--- src/rtl/coh_pkg.sv ---
package coh_pkg;

    typedef enum logic [2:0] {
        ST_I         = 3'd0,
        ST_S         = 3'd1,
        ST_M         = 3'd2,
        ST_IS_D      = 3'd3,
        ST_IM_A      = 3'd4,
        ST_SM_A      = 3'd5,
        ST_SM_A_I    = 3'd6,
        ST_SM_A_HELD = 3'd7
    } line_st_e;

    typedef enum logic [2:0] {
        OM_NONE    = 3'd0,
        OM_GET_SH  = 3'd1,
        OM_GET_EX  = 3'd2,
        OM_INV_ACK = 3'd3,
        OM_WB      = 3'd4
    } out_msg_e;

    typedef enum logic [1:0] {
        IM_NONE    = 2'd0,
        IM_SH_DATA = 2'd1,
        IM_EX_DATA = 2'd2,
        IM_INV     = 2'd3
    } in_msg_e;

endpackage

--- src/rtl/coh_line_store.sv ---
module coh_line_store #(
    parameter int DW = 16
) (
    input  logic          clk,
    input  logic          rst_n,
    input  logic          cap_pend,
    input  logic          wr_req,
    input  logic          wr_in,
    input  logic          wr_pend,
    input  logic          rd_en,
    input  logic          rd_fwd,
    input  logic          wb_en,
    input  logic          wb_pend,
    input  logic [DW-1:0] req_wdata,
    input  logic [DW-1:0] in_data,
    output logic [DW-1:0] rd_data,
    output logic [DW-1:0] out_data
);

    logic [DW-1:0] line_q;
    logic [DW-1:0] pend_q;

    always_ff @(posedge clk) begin
        if (!rst_n) begin
            line_q <= '0;
            pend_q <= '0;
        end else begin
            if (cap_pend)
                pend_q <= req_wdata;
            if (wr_in)
                line_q <= in_data;
            else if (wr_pend)
                line_q <= pend_q;
            else if (wr_req)
                line_q <= req_wdata;
        end
    end

    always_comb begin
        rd_data = '0;
        if (rd_en)
            rd_data = rd_fwd ? in_data : line_q;
        out_data = '0;
        if (wb_en)
            out_data = wb_pend ? pend_q : line_q;
    end

endmodule

--- src/rtl/coh_fsm.sv ---
module coh_fsm
    import coh_pkg::*;
#(
    parameter bit DEFER_INV = 1'b0
) (
    input  logic     clk,
    input  logic     rst_n,
    input  logic     req_valid,
    input  logic     req_write,
    input  logic     in_valid,
    input  in_msg_e  in_type,
    output line_st_e st_q,
    output out_msg_e omsg,
    output logic     grant,
    output logic     cap_pend,
    output logic     wr_req,
    output logic     wr_in,
    output logic     wr_pend,
    output logic     rd_en,
    output logic     rd_fwd,
    output logic     wb_en,
    output logic     wb_pend
);

    line_st_e st_d;
    logic     msg_act;

    assign msg_act = in_valid && (in_type != IM_NONE);

    always_ff @(posedge clk) begin
        if (!rst_n)
            st_q <= ST_I;
        else
            st_q <= st_d;
    end

    always_comb begin
        st_d     = st_q;
        omsg     = OM_NONE;
        grant    = 1'b0;
        cap_pend = 1'b0;
        wr_req   = 1'b0;
        wr_in    = 1'b0;
        wr_pend  = 1'b0;
        rd_en    = 1'b0;
        rd_fwd   = 1'b0;
        wb_en    = 1'b0;
        wb_pend  = 1'b0;
        unique case (st_q)
            ST_I: begin
                if (msg_act) begin
                    if (in_type == IM_INV)
                        omsg = OM_INV_ACK;
                end else if (req_valid) begin
                    if (req_write) begin
                        omsg     = OM_GET_EX;
                        cap_pend = 1'b1;
                        st_d     = ST_IM_A;
                    end else begin
                        omsg = OM_GET_SH;
                        st_d = ST_IS_D;
                    end
                end
            end
            ST_IS_D: begin
                if (msg_act && in_type == IM_SH_DATA) begin
                    grant  = 1'b1;
                    rd_en  = 1'b1;
                    rd_fwd = 1'b1;
                    wr_in  = 1'b1;
                    st_d   = ST_S;
                end else if (msg_act && in_type == IM_INV) begin
                    omsg = OM_INV_ACK;
                end
            end
            ST_IM_A: begin
                if (msg_act && in_type == IM_EX_DATA) begin
                    grant   = 1'b1;
                    wr_pend = 1'b1;
                    st_d    = ST_M;
                end else if (msg_act && in_type == IM_INV) begin
                    omsg = OM_INV_ACK;
                end
            end
            ST_S: begin
                if (msg_act) begin
                    if (in_type == IM_INV) begin
                        omsg = OM_INV_ACK;
                        st_d = ST_I;
                    end
                end else if (req_valid) begin
                    if (req_write) begin
                        omsg     = OM_GET_EX;
                        cap_pend = 1'b1;
                        st_d     = ST_SM_A;
                    end else begin
                        grant = 1'b1;
                        rd_en = 1'b1;
                    end
                end
            end
            ST_M: begin
                if (msg_act) begin
                    if (in_type == IM_INV) begin
                        omsg  = OM_WB;
                        wb_en = 1'b1;
                        st_d  = ST_I;
                    end
                end else if (req_valid) begin
                    grant = 1'b1;
                    if (req_write)
                        wr_req = 1'b1;
                    else
                        rd_en = 1'b1;
                end
            end
            ST_SM_A: begin
                if (msg_act && in_type == IM_EX_DATA) begin
                    grant   = 1'b1;
                    wr_pend = 1'b1;
                    st_d    = ST_M;
                end else if (msg_act && in_type == IM_INV) begin
                    if (DEFER_INV) begin
                        st_d = ST_SM_A_HELD;
                    end else begin
                        omsg = OM_INV_ACK;
                        st_d = ST_SM_A_I;
                    end
                end
            end
            ST_SM_A_I, ST_SM_A_HELD: begin
                if (msg_act && in_type == IM_EX_DATA) begin
                    grant   = 1'b1;
                    wr_pend = 1'b1;
                    omsg    = OM_WB;
                    wb_en   = 1'b1;
                    wb_pend = 1'b1;
                    st_d    = ST_I;
                end
            end
            default: st_d = ST_I;
        endcase
    end


    transient_stall_chk: assert property (@(posedge clk) disable iff (!rst_n)
        (st_q inside {ST_IS_D, ST_IM_A, ST_SM_A, ST_SM_A_I, ST_SM_A_HELD} && !in_valid)
            |-> (!grant && omsg == OM_NONE));


    shared_fill_chk: assert property (@(posedge clk) disable iff (!rst_n)
        (st_q == ST_IS_D && in_valid && in_type == IM_SH_DATA) |=> (st_q == ST_S));


    dirty_inv_chk: assert property (@(posedge clk) disable iff (!rst_n)
        (st_q == ST_M && in_valid && in_type == IM_INV) |=> (st_q == ST_I));


    msg_first_chk: assert property (@(posedge clk) disable iff (!rst_n)
        (in_valid && in_type != IM_NONE) |-> !(omsg inside {OM_GET_SH, OM_GET_EX}));

    generate
        if (DEFER_INV) begin : g_defer_chk

            held_enter_chk: assert property (@(posedge clk) disable iff (!rst_n)
                (st_q == ST_SM_A && in_valid && in_type == IM_INV)
                    |=> (st_q == ST_SM_A_HELD && $past(omsg) == OM_NONE));
        end else begin : g_race_chk

            race_exit_chk: assert property (@(posedge clk) disable iff (!rst_n)
                (st_q == ST_SM_A_I && in_valid && in_type == IM_EX_DATA)
                    |-> (grant && omsg == OM_WB));
        end
    endgenerate

endmodule

--- src/rtl/coh_line_ctrl.sv ---
module coh_line_ctrl
    import coh_pkg::*;
#(
    parameter int DW        = 16,
    parameter bit DEFER_INV = 1'b0
) (
    input  logic          clk,
    input  logic          rst_n,
    input  logic          req_valid,
    input  logic          req_write,
    input  logic [DW-1:0] req_wdata,
    output logic          grant,
    output logic [DW-1:0] rd_data,
    input  logic          in_valid,
    input  logic [1:0]    in_type,
    input  logic [DW-1:0] in_data,
    output logic [2:0]    out_type,
    output logic [DW-1:0] out_data,
    output logic [2:0]    state_o
);

    line_st_e st_q;
    out_msg_e omsg;
    logic     cap_pend, wr_req, wr_in, wr_pend, rd_en, rd_fwd, wb_en, wb_pend;

    coh_fsm #(.DEFER_INV(DEFER_INV)) u_fsm (
        .clk       (clk),
        .rst_n     (rst_n),
        .req_valid (req_valid),
        .req_write (req_write),
        .in_valid  (in_valid),
        .in_type   (in_msg_e'(in_type)),
        .st_q      (st_q),
        .omsg      (omsg),
        .grant     (grant),
        .cap_pend  (cap_pend),
        .wr_req    (wr_req),
        .wr_in     (wr_in),
        .wr_pend   (wr_pend),
        .rd_en     (rd_en),
        .rd_fwd    (rd_fwd),
        .wb_en     (wb_en),
        .wb_pend   (wb_pend)
    );

    coh_line_store #(.DW(DW)) u_store (
        .clk       (clk),
        .rst_n     (rst_n),
        .cap_pend  (cap_pend),
        .wr_req    (wr_req),
        .wr_in     (wr_in),
        .wr_pend   (wr_pend),
        .rd_en     (rd_en),
        .rd_fwd    (rd_fwd),
        .wb_en     (wb_en),
        .wb_pend   (wb_pend),
        .req_wdata (req_wdata),
        .in_data   (in_data),
        .rd_data   (rd_data),
        .out_data  (out_data)
    );

    assign out_type = omsg;
    assign state_o  = st_q;

endmodule

--- config.mk ---
export PLATFORM = sky130hd
export DESIGN_NAME = coh_line_ctrl
export DESIGN_NICKNAME = d
export VERILOG_FILES = /design/src/rtl/coh_pkg.sv /design/src/rtl/coh_line_store.sv /design/src/rtl/coh_fsm.sv /design/src/rtl/coh_line_ctrl.sv
export SDC_FILE = /design/constraint.sdc
export NUM_CORES = 1
export LEC_CHECK = 0
export ABC_AREA = 1
export BUFFER_PORTS_ARGS = -buffer_cell sky130_fd_sc_hd__buf_2
export CORE_MARGIN = 2
export CORE_UTILIZATION = 46
export DETAILED_ROUTE_END_ITERATION = 10
export PLACE_DENSITY = 0.77
export REMOVE_ABC_BUFFERS = 1
export SLEW_MARGIN = 30
export SYNTH_ARGS = -nofsm -noshare
export SYNTH_HDL_FRONTEND = slang
export SYNTH_SLANG_ARGS = --single-unit
--- constraint.sdc ---
create_clock -name clk -period 1.5 [get_ports clk]
set_clock_uncertainty 0.1 [all_clocks]
set_input_delay 0.3 -clock clk [delete_from_list [all_inputs] [get_ports clk]]
set_output_delay 0.3 -clock clk [all_outputs]
set_load 0.05 [all_outputs]
# ---- After elaboration in Yosys (flattened, before gate mapping)
# Index checks and enable logic that the tools add are counted.
dict set report word_totals {
  regBits 35
  output_inout_bits 39
}
dict set report classes {
  eq_ne 19
  muxes 55
  n_reduce_logical 13
}
# cell n
set ops {}
lappend ops {{16-bit two-way mux} 7}
lappend ops {{3-bit two-way mux} 22}
lappend ops {{3-bit case mux with 7 select lines} 1}
lappend ops {{3-bit case mux with 6 select lines} 1}
lappend ops {{1-bit two-way mux} 17}
lappend ops {{3-bit == test (second input constant)} 4}
lappend ops {{9-bit AND reduction} 1}
lappend ops {{2-bit two-way mux} 4}
lappend ops {{2-bit by 1-bit != test with 1-bit output (second input constant)} 4}
lappend ops {{2-bit OR reduction} 4}
lappend ops {{3-bit by 2-bit == test with 1-bit output (second input constant)} 2}
lappend ops {{3-bit by 2-bit != test with 1-bit output (second input constant)} 2}
lappend ops {{2-bit == test (second input constant)} 2}
lappend ops {{1-bit logical AND} 4}
lappend ops {{2-bit != test (second input constant)} 2}
lappend ops {{1-bit case mux with 2 select lines} 2}
lappend ops {{1-bit case mux with 4 select lines} 1}
lappend ops {{4-bit OR reduction} 1}
lappend ops {{3-bit by 1-bit == test with 1-bit output (second input constant)} 1}
lappend ops {{3-bit zero test} 1}
lappend ops {{3-bit by 1-bit != test with 1-bit output (second input constant)} 1}
lappend ops {{3-bit nonzero test} 1}
lappend ops {{2-bit by 1-bit == test with 1-bit output (second input constant)} 1}
lappend ops {{2-bit nonzero test} 1}

# ---- Longest topological paths before layout
dict set report depth {
  ltp_word 7
  mapped_depth 11
}

# ---- Modules after synthesis
# Synthesis repeated with hierarchy kept, for this count alone.
dict set report hier_totals {
  cells_unflattened 431
  area_unflattened_um2 2489.9
}
# mod instances cells_per_inst area_each_um2 seq_area_each_um2
set by_module_without_submodules {}
lappend by_module_without_submodules {coh_line_store 1 348 2001.9 640.6}
lappend by_module_without_submodules {coh_fsm 1 83 488.0 60.1}

# ---- Least setup slack after synthesis
# Ideal clock, no wire load.
dict set report synth_path {
  path_type {flip-flop to output port}
  startpoint {register u_fsm.st_q[2]}
  endpoint {output port out_data[1]}
  arrival_ns 2.522
  slack_ns -1.422
  stages_incl_launch_ff 6
  cell_sequence {dfxtp_1 nand4_1 inv_2 nand2_1 clkbuf_1 o21ai_0}
}
dict set report synth_via {
  elab_chain_len 5
  word_cells_on_any_way 8
}
# element line_no
set synth_lines {}
lappend synth_lines {{start, declared} coh_fsm.sv:12} ;# output line_st_e st_q,
lappend synth_lines {{start signal, assigned} coh_fsm.sv:34} ;# st_q <= st_d;
lappend synth_lines {{3-bit == test} coh_fsm.sv:49} ;# unique case (st_q)
lappend synth_lines {{2-bit OR reduction} coh_fsm.sv:49}
lappend synth_lines {{1-bit two-way mux} coh_fsm.sv:49}
lappend synth_lines {{16-bit two-way mux} coh_line_store.sv:45} ;# out_data = wb_pend ? pend_q : line_q;
lappend synth_lines {{16-bit two-way mux (*)} coh_line_store.sv:44} ;# if (wb_en)
lappend synth_lines {{end, declared} coh_line_ctrl.sv:18} ;# output logic [DW-1:0] out_data,
# Every way passes the cells marked *; elsewhere a longest branch is shown, timed or not.

# ---- Final worst setup path
dict set report layout_path {
  startpoint {register u_fsm.st_q[2]}
  endpoint {output port out_data[15]}
}
# Same word-level chain as after synthesis.

==> flow_metrics.py <==
metrics = {
    "hold_path": {
        "hold_class": "in2reg",
        "min_to": "u_store.pend_q[2]$_SDFFE_PN0P_",
        "min_path_cells": 3,
        "hp-start": "req_wdata[2]",
    },
    "setup_path": {
        "cp.required_ps": 1100,
        "r2r_slack_ps": -360,
        "timing.rr.end": "u_store.line_q[7]$_SDFFE_PN0P_",
        "slowest_delay_ps": 370,
        "critPathCaptureType": "primary output",
        "crit_family": "buffers and inverters",
        "startpoint_type": "register",
        "crit_type": "reg2out",
        "path_buf_inv": 7,
        "reg2reg_from": "u_fsm.st_q[2]$_SDFFE_PN0P_",
        "cp.arrival_ps": 1980,
        "cp_cell_sequence": "inv_1 -> nand2_1 -> nor2_4 -> inv_2 -> buf_4 -> o21ai_4 -> buf_12 -> buf_6 -> nand2_1 -> inv_1 -> buf_6",
        "rr_worst_depth": 10,
        "cp_max_fo": 4,
        "slowest_stage": "dfxtp_4",
    },
    "routing": {
        "wl_um": 10700,
        "routed_via_density": 5.79,
        "drc": 0,
        "post_drt_wl_per_cell_um": 17.8,
        "drt_pass1_iterations": 6,
        "num_vias": 3485,
        "drtIter0Drc": 351,
        "ant_nets": 0,
    },
    "final_layout": {
        "final_core_util": 0.874,
        "final_layout_size_suffix_gt1_frac": 0.439,
        "nets": 573,
        "fin_cells": 602,
        "multi_input_area_um2": 1810,
        "ff_latch_area_um2": 712,
        "diodes": 0,
        "stdcell_area_um2": 4210,
        "syn_to_final_growth_pct": 80.1,
        "fill_cells": 240,
    },
    "timing": {
        "setup_ws_ps": -877,
        "finalHoldViolCount": 0,
        "rsz0062_at_grt": "yes",
        "max_freq_ghz": 0.421,
        "period_share": 1.58,
        "slew_viol_final": 0,
        "tightest_slew_ps": 481,
        "finalSetupViolations": 56,
        "slew_headroom": 0.676,
        "period_needed_ps": 2380,
    },
    "grt": {
        "track_usage": 0.311,
        "grt_pass1_wl_um": 13400,
        "grt_pass1_vias": 2925,
        "antenna_found_initial": 0,
        "grt-ovfl-total": 0,
        "grt_max_degree": 24,
    },
    "synth": {
        "dominantRegCellSynth": "dfxtp_1",
        "ys_types": 25,
        "synth_largest_area_cell": "dfxtp_1",
        "yosysMostFrequentCell": "nand2_1",
        "synth_area_leaders": "dfxtp_1 30%, nand2_1 22%, o21ai_0 9.2%, nor2_1 9.2%, a21oi_1 7.7%",
        "synth_edf_count": 0,
        "avgSynthCellArea_um2": 5.76,
        "ys_seq_area_frac": 0.300,
        "postSynthCellCount": 406,
        "async_reset_ff_frac": 0,
        "synth_top_area_frac": 0.300,
        "yosys-top-cells-count": "138 x nand2_1, 57 x nor2_1, 43 x o21ai_0",
        "syn_area_um2": 2340,
        "yosysWarningCount": 0,
        "ys_ff_latch": 35,
    },
    "place": {
        "placed_cell_area_um2": 3090,
        "dpl.cell_count": 578,
        "port_buffers": 77,
        "gp_congestion": 0.975,
        "hpwl_um": 5310,
    },
    "floorplanning": {
        "std_cell_rows": 25,
        "die_h_um": 75.3,
        "ios": 78,
        "die_area_um2": 5670,
        "core-area_um2": 4820,
        "initial_core_util": 0.485,
        "die_x_um": 75.3,
    },
    "power_and_ir_drop": {
        "power_density_nw_per_um2": 1010,
        "leakage_nw": 1.98,
        "power_mw": 4.27,
        "peakVddDrop_uv": 716,
    },
    "cts": {
        "clock_latency_ps": 310,
        "cts_root_buf": "clkbuf_8",
        "numCtsBuffers": 5,
        "cts_sinks": 35,
        "cts_buffer_depth": 2,
        "cts_tree": "yes",
        "hold_buffers": 0,
        "cts.htree.levels": 2,
        "clk_pin_slew_ps": 80,
    },
    "outcome": {
        "outcome": "finished with violations",
        "violations": "negative setup slack",
    },
    "run": {
        "cap_viol_max_count": 0,
    },
}
## area by class of cell
type,instances,share of cell area
multi-input cells,315,0.429
repair buffers,140,0.318
flip-flops and latches,35,0.169
inverters,37,0.0354
well taps,67,0.0199
clock buffers,6,0.0196
clock inverters,2,0.00832
## per-layer routing
layer | track usage | part of all wire
met5 | 0 | 0
met4 | 0.144 | 0.056
met3 | 0.0683 | 0.11
met2 | 0.513 | 0.48
met1 | 0.385 | 0.36
## worst register-to-register path: stages, from the launching register on
cell and delay (ps):
dfxtp_4 380, buf_6 90, nand4_1 160, inv_2 140, buf_4 270, nor2_4 90, nand2_4 90, buf_6 140
nand2_1 90, nor2_1 120, nor2_1 60
## cells in the final DEF (no fill, tap or decap), types with 16 or more instances in the layout
cell type	synthesis	routed
dfxtp_1	35	32
nand2_1	138	111
buf_2	9	40
a21oi_1	36	20
inv_1	30	28
nand2_4	0	16
nor2_1	57	54
o21ai_1	10	17
buf_6	2	43
o21ai_0	43	19
buf_4	2	37
## sequential cells by signal, indices dropped and copies added, names as in the netlist
signal          cells
u_store.line_q     16
u_store.pend_q     16
u_fsm.st_q          3
## worst max-delay path by stage
stage              endpoint                        from  cells past startpoint  slack [ps]
6_report       out_data[15]  u_fsm.st_q[2]$_SDFFE_PN0P_                     11        -880
5_1_grt        out_data[15]  u_fsm.st_q[2]$_SDFFE_PN0P_                     11        -940
3_3_place_gp     rd_data[7]  u_fsm.st_q[2]$_SDFFE_PN0P_                      8        -650
3_5_place_dp     rd_data[7]  u_fsm.st_q[2]$_SDFFE_PN0P_                      8        -720
2_1_floorplan   out_data[1]  u_fsm.st_q[2]$_SDFFE_PN0P_                      4       -2060
4_1_cts          rd_data[1]  u_fsm.st_q[2]$_SDFFE_PN0P_                      9        -680
## cells by family (layout without fill, tap and decap cells)
family / Yosys count / in the layout / share of synthesized area
simple gates: 222 / 222 / 0.387
buf+inv: 56 / 185 / 0.109
flops: 35 / 35 / 0.300
compound gates: 93 / 93 / 0.205
## what timing repair did
| item | CTS | global route |
|---|---|---|
| pin swaps | 9 | 15 |
| buffers inserted | 8 | 7 |
| setup endpoints to repair | 72 | 66 |
| resized for setup | 139 | 104 |
| gates cloned | 1 | 2 |
## power breakdown
group	leakage, nW	internal [mW]	switching, mW
logic	1.63	0.803	1.28
clock network	0.0612	0.538	0.396
registers	0.287	1.09	0.160
total	1.98	2.43	1.83
## metrics by stage
stage | hold slack [ps] | setup TNS (ps) | worst slack, ps
2_1_floorplan | 326 | -66310 | -2060
3_3_place_gp | 348 | -24080 | -648
3_5_place_dp | 353 | -26550 | -719
4_1_cts | 140 | -24790 | -679
5_1_grt | 167 | -33670 | -936
6_report | 134 | -30940 | -877
No activity file was read; power rests on OpenSTA's default activity.
